===== src/rtl/ovl_det_pkg.sv =====
package ovl_det_pkg;

    typedef enum logic [2:0] {
        FLD_NONE   = 3'd0,
        FLD_IMS    = 3'd1,
        FLD_EOF    = 3'd2,
        FLD_ERRDLM = 3'd3,
        FLD_OVLDLM = 3'd4
    } fld_e;

    typedef enum logic [2:0] {
        CZ_NONE   = 3'd0,
        CZ_IMS1   = 3'd1,
        CZ_IMS2   = 3'd2,
        CZ_EOF    = 3'd3,
        CZ_ERRDLM = 3'd4,
        CZ_OVLDLM = 3'd5
    } cause_e;

    typedef enum logic {
        REQ_IDLE = 1'b0,
        REQ_FIRE = 1'b1
    } req_st_e;

    localparam int NUM_SLOTS = 5;

endpackage


===== src/rtl/ovl_pos_match.sv =====
module ovl_pos_match #(
    parameter int IDX_W     = 4,
    parameter int MATCH_IDX = 0
) (
    input  logic [IDX_W-1:0] idx,
    output logic             hit
);
    localparam logic [IDX_W-1:0] MATCH_V = IDX_W'(MATCH_IDX);

    assign hit = (idx == MATCH_V);
endmodule


===== src/rtl/ovl_cond_decode.sv =====
module ovl_cond_decode
    import ovl_det_pkg::*;
#(
    parameter int IDX_W      = 4,
    parameter int EOF_LAST   = 6,
    parameter int DELIM_LAST = 7
) (
    input  logic [2:0]       field,
    input  logic [IDX_W-1:0] bit_idx,
    input  logic             is_rx,
    input  logic             bus_bit,
    input  logic             sample_en,
    output logic             hit,
    output cause_e           cause
);
    function automatic int slot_idx(int s);
        case (s)
            0:       return 0;
            1:       return 1;
            2:       return EOF_LAST;
            default: return DELIM_LAST;
        endcase
    endfunction

    function automatic logic [2:0] slot_fld(int s);
        case (s)
            0, 1:    return FLD_IMS;
            2:       return FLD_EOF;
            3:       return FLD_ERRDLM;
            default: return FLD_OVLDLM;
        endcase
    endfunction

    logic [NUM_SLOTS-1:0] pos_hit;
    logic [NUM_SLOTS-1:0] slot_ok;

    for (genvar g = 0; g < NUM_SLOTS; g++) begin : g_slot
        ovl_pos_match #(
            .IDX_W    (IDX_W),
            .MATCH_IDX(slot_idx(g))
        ) u_match (
            .idx(bit_idx),
            .hit(pos_hit[g])
        );
        if (g == 2) begin : g_rx_gate
            assign slot_ok[g] = pos_hit[g] && (field == slot_fld(g)) && is_rx;
        end else begin : g_plain
            assign slot_ok[g] = pos_hit[g] && (field == slot_fld(g));
        end
    end

    always_comb begin
        cause = CZ_NONE;
        for (int i = 0; i < NUM_SLOTS; i++) begin
            if (slot_ok[i]) cause = cause_e'(3'(i + 1));
        end
    end

    assign hit = sample_en && !bus_bit && (|slot_ok);
endmodule


===== src/rtl/ovl_req_fsm.sv =====
module ovl_req_fsm
    import ovl_det_pkg::*;
(
    input  logic       clk,
    input  logic       rst,
    input  logic       hit_i,
    input  cause_e     cause_i,
    output logic       req_o,
    output logic [2:0] cause_o
);
    req_st_e state_q, state_d;
    cause_e  cause_q;

    always_comb begin
        state_d = state_q;
        unique case (state_q)
            REQ_IDLE: if (hit_i) state_d = REQ_FIRE;
            REQ_FIRE: state_d = hit_i ? REQ_FIRE : REQ_IDLE;
            default:  state_d = REQ_IDLE;
        endcase
    end

    always_ff @(posedge clk) begin
        if (rst) state_q <= REQ_IDLE;
        else     state_q <= state_d;
    end

    always_ff @(posedge clk) begin
        if (rst)        cause_q <= CZ_NONE;
        else if (hit_i) cause_q <= cause_i;
        else            cause_q <= CZ_NONE;
    end

    assign req_o   = (state_q == REQ_FIRE);
    assign cause_o = cause_q;


    fire_needs_hit_chk: assert property (@(posedge clk) disable iff (rst)
        req_o |-> $past(hit_i));

    idle_cause_zero_chk: assert property (@(posedge clk) disable iff (rst)
        !req_o |-> (cause_o == 3'd0));
endmodule


===== src/rtl/ovl_trigger_det.sv =====
module ovl_trigger_det
    import ovl_det_pkg::*;
#(
    parameter int IDX_W      = 4,
    parameter int EOF_LAST   = 6,
    parameter int DELIM_LAST = 7
) (
    input  logic             clk,
    input  logic             rst,
    input  logic             bus_bit,
    input  logic             sample_en,
    input  logic [2:0]       field,
    input  logic [IDX_W-1:0] bit_idx,
    input  logic             is_rx,
    output logic             ovl_req,
    output logic [2:0]       ovl_cause
);
    localparam logic [IDX_W-1:0] EOF_IDX_V   = IDX_W'(EOF_LAST);
    localparam logic [IDX_W-1:0] DELIM_IDX_V = IDX_W'(DELIM_LAST);

    logic   cond_hit;
    cause_e cond_cause;

    ovl_cond_decode #(
        .IDX_W     (IDX_W),
        .EOF_LAST  (EOF_LAST),
        .DELIM_LAST(DELIM_LAST)
    ) u_decode (
        .field    (field),
        .bit_idx  (bit_idx),
        .is_rx    (is_rx),
        .bus_bit  (bus_bit),
        .sample_en(sample_en),
        .hit      (cond_hit),
        .cause    (cond_cause)
    );

    ovl_req_fsm u_fsm (
        .clk    (clk),
        .rst    (rst),
        .hit_i  (cond_hit),
        .cause_i(cond_cause),
        .req_o  (ovl_req),
        .cause_o(ovl_cause)
    );


    dominant_strobe_chk: assert property (@(posedge clk) disable iff (rst)
        ovl_req |-> ($past(sample_en) && !$past(bus_bit)));

    no_tx_eof_chk: assert property (@(posedge clk) disable iff (rst)
        (ovl_req && ovl_cause == 3'd3) |-> ($past(is_rx) && $past(bit_idx) == EOF_IDX_V));

    ims_second_pos_chk: assert property (@(posedge clk) disable iff (rst)
        (ovl_req && ovl_cause == 3'd2) |-> ($past(field) == 3'd1 && $past(bit_idx) == 1));

    ovl_delim_pos_chk: assert property (@(posedge clk) disable iff (rst)
        (ovl_req && ovl_cause == 3'd5) |-> ($past(field) == 3'd4 && $past(bit_idx) == DELIM_IDX_V));

    reset_clear_chk: assert property (@(posedge clk)
        $past(rst) |-> (!ovl_req && ovl_cause == 3'd0));
endmodule


===== config.mk =====
export PLATFORM = sky130hd
export DESIGN_NAME = ovl_trigger_det
export DESIGN_NICKNAME = d
export VERILOG_FILES = /design/src/rtl/ovl_det_pkg.sv /design/src/rtl/ovl_pos_match.sv /design/src/rtl/ovl_cond_decode.sv /design/src/rtl/ovl_req_fsm.sv /design/src/rtl/ovl_trigger_det.sv
export SDC_FILE = /design/constraint.sdc
export NUM_CORES = 1
export LEC_CHECK = 0
export ABC_AREA = 1
export BUFFER_PORTS_ARGS = -buffer_cell sky130_fd_sc_hd__buf_2
export CAP_MARGIN = 30
export CORE_AREA = 8 8 45 47
export DETAILED_ROUTE_END_ITERATION = 8
export DIE_AREA = 0 0 53 55
export HOLD_SLACK_MARGIN = 0.05
export PLACE_DENSITY_LB_ADDON = 0.1
export SLEW_MARGIN = 25
export SYNTH_ARGS = -nofsm -noshare
export SYNTH_HDL_FRONTEND = slang
export SYNTH_SLANG_ARGS = --single-unit

===== constraint.sdc =====
create_clock -name clk -period 2.1 [get_ports clk]
set_input_delay 0.21 -clock clk [delete_from_list [all_inputs] [get_ports clk]]
set_output_delay 0.21 -clock clk [all_outputs]
set_load 0.01 [all_outputs]

After elaboration in Yosys (flattened, before gate mapping)
Cells that the tools add are included.
Widths: inputs -> output; s select.
{ "op_classes": {"eq_ne": 7, "muxes": 6, "bitwise_logic": 1, "reduce_logical": 13} }
{ "op_table": {"columns": ["op", "count"], "rows": [
  ["$eq 4x3->1 const B", 2],
  ["$logic_and 1x1->1", 8],
  ["$eq 3x2->1 const B", 2],
  ["$mux 3", 2],
  ["$reduce_or 5->1", 1],
  ["$eq 4x1->1 const B", 1],
  ["$logic_not 4->1", 1],
  ["$mux 2", 2],
  ["$reduce_or 4->1", 1],
  ["$eq 3x1->1 const B", 1],
  ["$eq 3x3->1 const B", 1],
  ["$mux 1", 2],
  ["$reduce_or 2->1", 1],
  ["$logic_not 1->1", 1],
  ["$not 1->1", 1]
]} }
{ "totals": {"reg_bits": 4, "out_inout_bits": 4, "elab_cells": 30} }

Depth between registers and ports, before layout
Gate-level depths: netlist (run 1).
{ "logic_depth": {"ltp_word": 7, "mapped_depth": 7, "depth_no_buf": 7} }

Hierarchy
From an unflattened synthesis (run 1), not the netlist that was laid out.
{ "hier_totals": {"hier_cells": 57, "hier_area_um2": 315.3} }
{ "by_module_without_submodules": {"columns": ["mod", "instances", "cells_each", "area_each_um2"], "rows": [
  ["ovl_req_fsm", 1, 13, 116.4],
  ["ovl_cond_decode", 1, 18, 93.8],
  ["ovl_pos_match at u_decode.g_slot[3].u_match ...", 2, 4, 17.5],
  ["ovl_pos_match at u_decode.g_slot[0].u_match", 1, 7, 26.3],
  ["ovl_pos_match at u_decode.g_slot[1].u_match", 1, 6, 22.5],
  ["ovl_pos_match at u_decode.g_slot[2].u_match", 1, 5, 21.3]
]} }

Worst setup path before layout (run 1)
Ideal clock, no wire load.
{ "synth_path": {"path_type": "input port to flip-flop", "start": "input bit_idx[3]", "end": "register u_fsm.cause_q[0], in the netlist u_fsm.cause_o[0]", "t_arrival_ps": 723, "t_required_ps": 2034, "slack_ps": 1311, "stages": 4, "path_buffers": 0, "path_cell_list": "inv_1 -> nand4_1 -> or2_1 -> a21oi_2"} }
{ "synth_via": {"elab_chain_len": 7, "word_cells_on_any_way": 19, "classes_between": "eq/ne: 3; mux: 5; bitwise: 1; reduce/logical: 10"} }
{ "synth_rtl": {"columns": ["element", "line", "source"], "rows": [
  ["from (decl)", "ovl_trigger_det.sv:13", "input logic [IDX_W-1:0] bit_idx,"],
  ["$logic_not 4->1 / $eq 4x3->1 (equally long branches)", "ovl_pos_match.sv:10", "assign hit = (idx == MATCH_V);"],
  ["$logic_and 1x1->1, on equally long branches", "ovl_cond_decode.sv:48, ovl_cond_decode.sv:46", null],
  ["$mux 1 / $logic_and 1x1->1 (equally long branches)", "ovl_cond_decode.sv:55, ovl_cond_decode.sv:46", null],
  ["$mux 2 / $reduce_or 5->1 (equally long branches)", "ovl_cond_decode.sv:55, ovl_cond_decode.sv:59", null],
  ["$mux 2 / $logic_and 1x1->1 (equally long branches)", "ovl_cond_decode.sv:55, ovl_cond_decode.sv:59", null],
  ["$mux 3 / $not 1->1 (equally long branches)", null, null],
  ["$mux 3 / $reduce_or 2->1 (equally long branches)", null, null],
  ["to (signal assigned)", "ovl_req_fsm.sv:30", "else if (hit_i) cause_q <= cause_i;"],
  ["to (decl)", "ovl_req_fsm.sv:12", "cause_e cause_q;"]
]} }
Parallel ways exist; a longest one is shown, timed or not.
A chain may end at the register's enable or synchronous reset.

Worst setup path after layout (run 1)
{ "layout_path": {"start": "register u_fsm.cause_q[0], in the netlist u_fsm.cause_o[0]", "end": "output ovl_cause[0]"} }
{ "layout_lines": {"columns": ["element", "line", "source"], "rows": [
  ["to (decl)", "ovl_trigger_det.sv:16", "output logic [2:0] ovl_cause"]
]} }
No word-level cell between the ends.

==> qor.txt, run 1 <==
Fin. Hold Viols: 0
I/O pin count: 16
Yosys top cell area share: 31.37%
final instance area: 372.9 sq um
H-tree levels: 1
Tmin final: 855.4 ps
root buffer cell: clkbuf_4
Post-Route WL: 623 microns
Die Width: 53 microns
clk sink count: 4
Tightest Pin Transition: 214.8 ps
unrepaired setup endpoints after global routing: false
status: completed
# DRC: 0
setup TNS: 0 ps
initial DRC count: 1
Port Buf Inserts: 15
die height: 55 microns
remaining antenna violation count: 0
RePlAce Congestion: 0.6606
CTS max path bufs: 2
share of cells above drive strength 1: 32.79%
P per Cell Area: 525.6 nW/um^2
Slew HR: 85.68%
Max Cap Viol: 0
crit-path cells: buf_2
synthesized instance count: 43
number of setup buffers added after CTS: 0
Crit-path slowest cell: dfxtp_1
CTS resizes: 0
Synth area leaders: dfxtp_1 31%, nand2_1 21%, nor2_1 13%
CTS tree: yes
Vias/cell: 3.792
DR vias: 292
gr ovfl total: 0
CP arrival: 650 ps
Area Overhead vs Synth: 46.08%
first-pass GRT wire length: 952 microns
antenna diode count: 0
Period Utilization, post-route: 40.73%
CP delay by family, top: flip-flops
Reg clk slew, reported paths: 40 ps
Cell Area, Synth: 255.2 sq um
largest net degree at the start of global routing: 5
Max FO, Critical Path: 1
P_leak: 0.1994 nW
Achievable Freq: 1169 MHz
Seq cells post-synth: 4
first drt pass iteration count: 3
Avg Cell Area, Syn: 5.936 sq um
dpl hpwl: 557.8 microns
Peak VDD IR: 0.07094 mV
routed len/inst: 8.091 microns
num rows: 14
Starting Density: 18.44%
Setup-failing EPs final: 0
required time worst endpoint: 1890 ps
die footprint: 2915 sq um
initial antenna violation count: 0
CP Buf/Inv Count: 1
Num CTS Buffers: 3
Total Routing Usage GR: 4.585%
final net count: 75
hold buffers post-CTS: 0
CORE AREA: 1384 sq um
vias in the first global route: 261
Crit. End Element: output pin
Seq/Total Area, Yosys: 31.37%
synth unique cells: 11
critical path startpoint category: flip-flop
max-slew violations: 0
cell accounting for the most synthesized area: dfxtp_1
hold crit path type: in -> reg
kind of critical path: reg -> out
Worst path max stage delay: 300 ps
placed inst area: 350.3 sq um
Net Count, Synth: 55
Synth Warn #: 0
[Yosys cell counts (all sizes together)]
cell type	number
nand3	2
a21oi	3
inv	6
nor3b	1
nand4	1
dfxtp	4
or2	2
and2	1
nand2	14
nor2	9
[state kept, by name (all words and copies together), names as in the netlist]
register       count
u_fsm.req_o        1
u_fsm.cause_o      3
[area by class of cell]
| cell class | instances | area [sq um] |
|---|---|---|
| Timing Repair Buffer | 15 | 75.07 |
| Sequential cell | 4 | 80.08 |
| Fill cell | 158 | 1011 |
| Inverter | 6 | 22.52 |
| Clock buffer | 3 | 22.52 |
| Multi-Input combinational cell | 33 | 152.6 |
| Tap cell | 16 | 20.02 |
[kinds of logic after synthesis]
group | after synthesis | synth area share (%)
AND/OR/NAND/NOR | 30 | 52.45
buffers and inverters | 6 | 8.823
flip-flops | 4 | 31.37
AO/OA/AOI/OAI | 3 | 7.354
[power by group]
part / switching [mW] / internal, mW / total (mW)
clock: 0.0289 / 0.0638 / 0.0927
combinational: 0.0144 / 0.0122 / 0.0267
sequential: 0.0000376 / 0.0766 / 0.0767
total: 0.0434 / 0.153 / 0.196
[worst paths after layout]
path / slack, ps / depth (start not counted) / to / from
hold / removal: 310 / 3 / u_fsm.cause_o[0]$_SDFF_PP0_ / sample_en
setup / recovery: 1240 / 1 / ovl_cause[0] / u_fsm.cause_o[0]$_SDFF_PP0_
[cells in the final DEF, fill, tap and decap left out]
cell type  netlist  routed
nand3_1          2       2
nand4_1          1       1
inv_1            6       6
a21oi_1          2       2
a21oi_2          1       1
buf_2            0      15
nand2_1         14      14
dfxtp_1          4       4
and2_1           1       1
nor2_1           9       9
clkbuf_4         0       3
nor3b_2          1       1
or2_1            2       2
[through the flow]
| stage | power, mW | util [%] | setup slack [ps] | hold slack [ps] | instances |
|---|---|---|---|---|---|
| after floorplan | 0.09014 | - | 1311 | 416.1 | 43 |
| after global placement | 0.1047 | 25.32 | 1106 | 556.4 | 74 |
| after detailed placement | 0.1049 | 25.32 | 1098 | 557.0 | 74 |
| after CTS | 0.2008 | 26.94 | 1235 | 309.9 | 77 |
| after global routing | 0.2104 | 26.94 | 1207 | 319.9 | 77 |
| final | 0.1960 | 26.94 | 1245 | 307.9 | 77 |
[layer usage]
layer / vias to the layer above / global-route usage, % / wire length (microns)
met3: 0 / 2.406 / 61
met5: - / 0 / 0
li1: 170 / - / -
met2: 10 / 6.055 / 277
met1: 112 / 5.303 / 284
met4: 0 / 3.879 / 0
Note: power is estimated with default switching activity, not from simulation.
==> run 2: changes to the inputs <==
Clock period 2.1 ns to 0.8 ns, I/O delays scaled along.
==> qor.txt, run 2 (synthesized netlist as in run 1, its figures left out) <==
status: completed (unchanged)
H-tree levels: 1 (unchanged)
CP delay by family, top: flip-flops (unchanged)
Final WS setup: 80.20 ps (was 1245 ps)
HP Start: sample_en (unchanged)
kind of critical path: reg -> out (unchanged)
num rows: 14 (unchanged)
unrepaired setup endpoints after global routing: false (unchanged)
CORE AREA: 1384 sq um (unchanged)
die height: 55 microns (unchanged)
DP Cell Count: 74 (unchanged)
P per Cell Area: 1367 nW/um^2 (was 525.6 nW/um^2)
setup TNS: 0 ps (unchanged)
dpl hpwl: 576 microns (was 557.8 microns)
Max FO, Critical Path: 1 (unchanged)
Post-Route WL: 637 microns (was 623 microns)
Slew HR: 84.80% (was 85.68%)
Period Utilization, post-route: 89.97%
WL met1: 250 microns (was 284 microns)
required time worst endpoint: 720 ps (was 1890 ps)
Fill cells: 164 (was 158)
gr ovfl total: 0 (unchanged)
antenna diode count: 0 (unchanged)
first-pass GRT wire length: 1110 microns (was 952 microns)
Port Buf Inserts: 15 (unchanged)
multi-input logic area: 152.6 sq um (unchanged)
number of setup buffers added after CTS: 0 (unchanged)
vias in the first global route: 303 (was 261)
register area: 80.08 sq um (unchanged)
CTS resizes: 0 (unchanged)
final cell count without fillers: 77 (unchanged)
Peak VDD IR: 0.2365 mV (was 0.07094 mV)
commonest non-fill, non-tap cell in the layout: buf_2 (unchanged)
Vias/cell: 3.948 (was 3.792)
Worst path max stage delay: 280 ps (was 300 ps)
share of cells above drive strength 1: 32.79% (unchanged)
Total Routing Usage GR: 5.298% (was 4.585%)
final total power: 0.5097 mW (was 0.1960 mW)
critical path startpoint category: flip-flop (unchanged)
hold crit path type: in -> reg (unchanged)
first drt pass iteration count: 1 (was 3)
Fin. Hold Viols: 0 (unchanged)
pre-CTS setup slack: -51.62 ps (was 1098 ps)
initial antenna violation count: 0 (unchanged)
# DRC: 0 (unchanged)
Max Cap Viol: 0 (unchanged)
remaining antenna violation count: 0 (unchanged)
CTS max path bufs: 2 (unchanged)
Area Overhead vs Synth: 46.08% (unchanged)
worst hold margin: 184.6 ps (was 307.9 ps)
initial DRC count: 0 (was 1)
Starting Density: 18.44% (unchanged)
crit-path cells: buf_2 (unchanged)
root buffer cell: clkbuf_4 (unchanged)
met2 routed WL: 309 microns (was 277 microns)
final net count: 75 (unchanged)
Num CTS Buffers: 3 (unchanged)
hold buffers post-CTS: 0 (unchanged)
I/O pin count: 16 (unchanged)
Crit-path slowest cell: dfxtp_1 (unchanged)
max FFs per register: 3 (unchanged)
CP arrival: 640 ps (was 650 ps)
CTS tree: yes (unchanged)
P_leak: 0.1994 nW (unchanged)
Die Width: 53 microns (unchanged)
die footprint: 2915 sq um (unchanged)
largest net degree at the start of global routing: 5 (unchanged)
routed len/inst: 8.273 microns (was 8.091 microns)
Tightest Pin Transition: 228.0 ps (was 214.8 ps)
CP Buf/Inv Count: 1 (unchanged)
RePlAce Congestion: 0.7225 (was 0.6606)
Setup-failing EPs final: 0 (unchanged)
metal3 WL: 77 microns (was 61 microns)
clk sink count: 4 (unchanged)
top layer used by detailed routing: met3 (unchanged)
Reg clk slew, reported paths: 40 ps (about the same)
DR vias: 304 (was 292)
Tmin final: 719.8 ps
max-slew violations: 0 (unchanged)
Crit. End Element: output pin (unchanged)
WHS Path Cells: 3 (unchanged)
Achievable Freq: 1389 MHz
WHS Endpoint: u_fsm.cause_o[0]$_SDFF_PP0_ (unchanged)
most frequent cells in the layout: 15 x buf_2, 14 x nand2_1, 9 x nor2_1, 6 x inv_1, 4 x dfxtp_1 (unchanged)
==> run 2: cell counts in the layout (fill, tap and decap cells not counted) <==
No cell type changed its count.
==> run 2: how the worst max path moves through the flow <==
stage	end	slack (ps)	cells after the start	from
after CTS	ovl_cause[1]	70	1	u_fsm.cause_o[1]$_SDFF_PP0_
final	ovl_cause[0]	80	1	u_fsm.cause_o[0]$_SDFF_PP0_
after global placement	u_fsm.req_o$_SDFF_PP0_	-60	6	bit_idx[3]
after global routing	ovl_cause[1]	30	1	u_fsm.cause_o[1]$_SDFF_PP0_
after floorplan	u_fsm.cause_o[0]$_SDFF_PP0_	140	4	bit_idx[3]
after detailed placement	u_fsm.req_o$_SDFF_PP0_	-50	6	bit_idx[3]
==> run 2: through the flow <==
stage               area, sq um  util (%)
floorplan                 255.2         -
global placement          350.3     25.32
detailed placement        350.3     25.32
CTS                       372.9     26.94
global route              372.9     26.94
finish                    372.9     26.94
==> run 2: area by class of cell <==
| type | count | area share, % |
|---|---|---|
| multi-input cells | 33 | 40.94 |
| flip-flops and latches | 4 | 21.48 |
| repair buffers | 15 | 20.13 |
| clock buffers | 3 | 6.040 |
| inverters | 6 | 6.040 |
| well taps | 16 | 5.369 |
==> run 2: layer usage <==
layer	vias to the layer above	track usage, %
met2	12	7.031
met5	-	0
met4	0	5.172
met3	0	3.209
met1	125	5.615
li1	167	-
==> run 2: power by group <==
group / switching, mW / total [mW] / internal [mW]
clock: 0.0709 / 0.238 / 0.167
combinational: 0.0384 / 0.0706 / 0.0322
sequential: 0.0000872 / 0.201 / 0.201
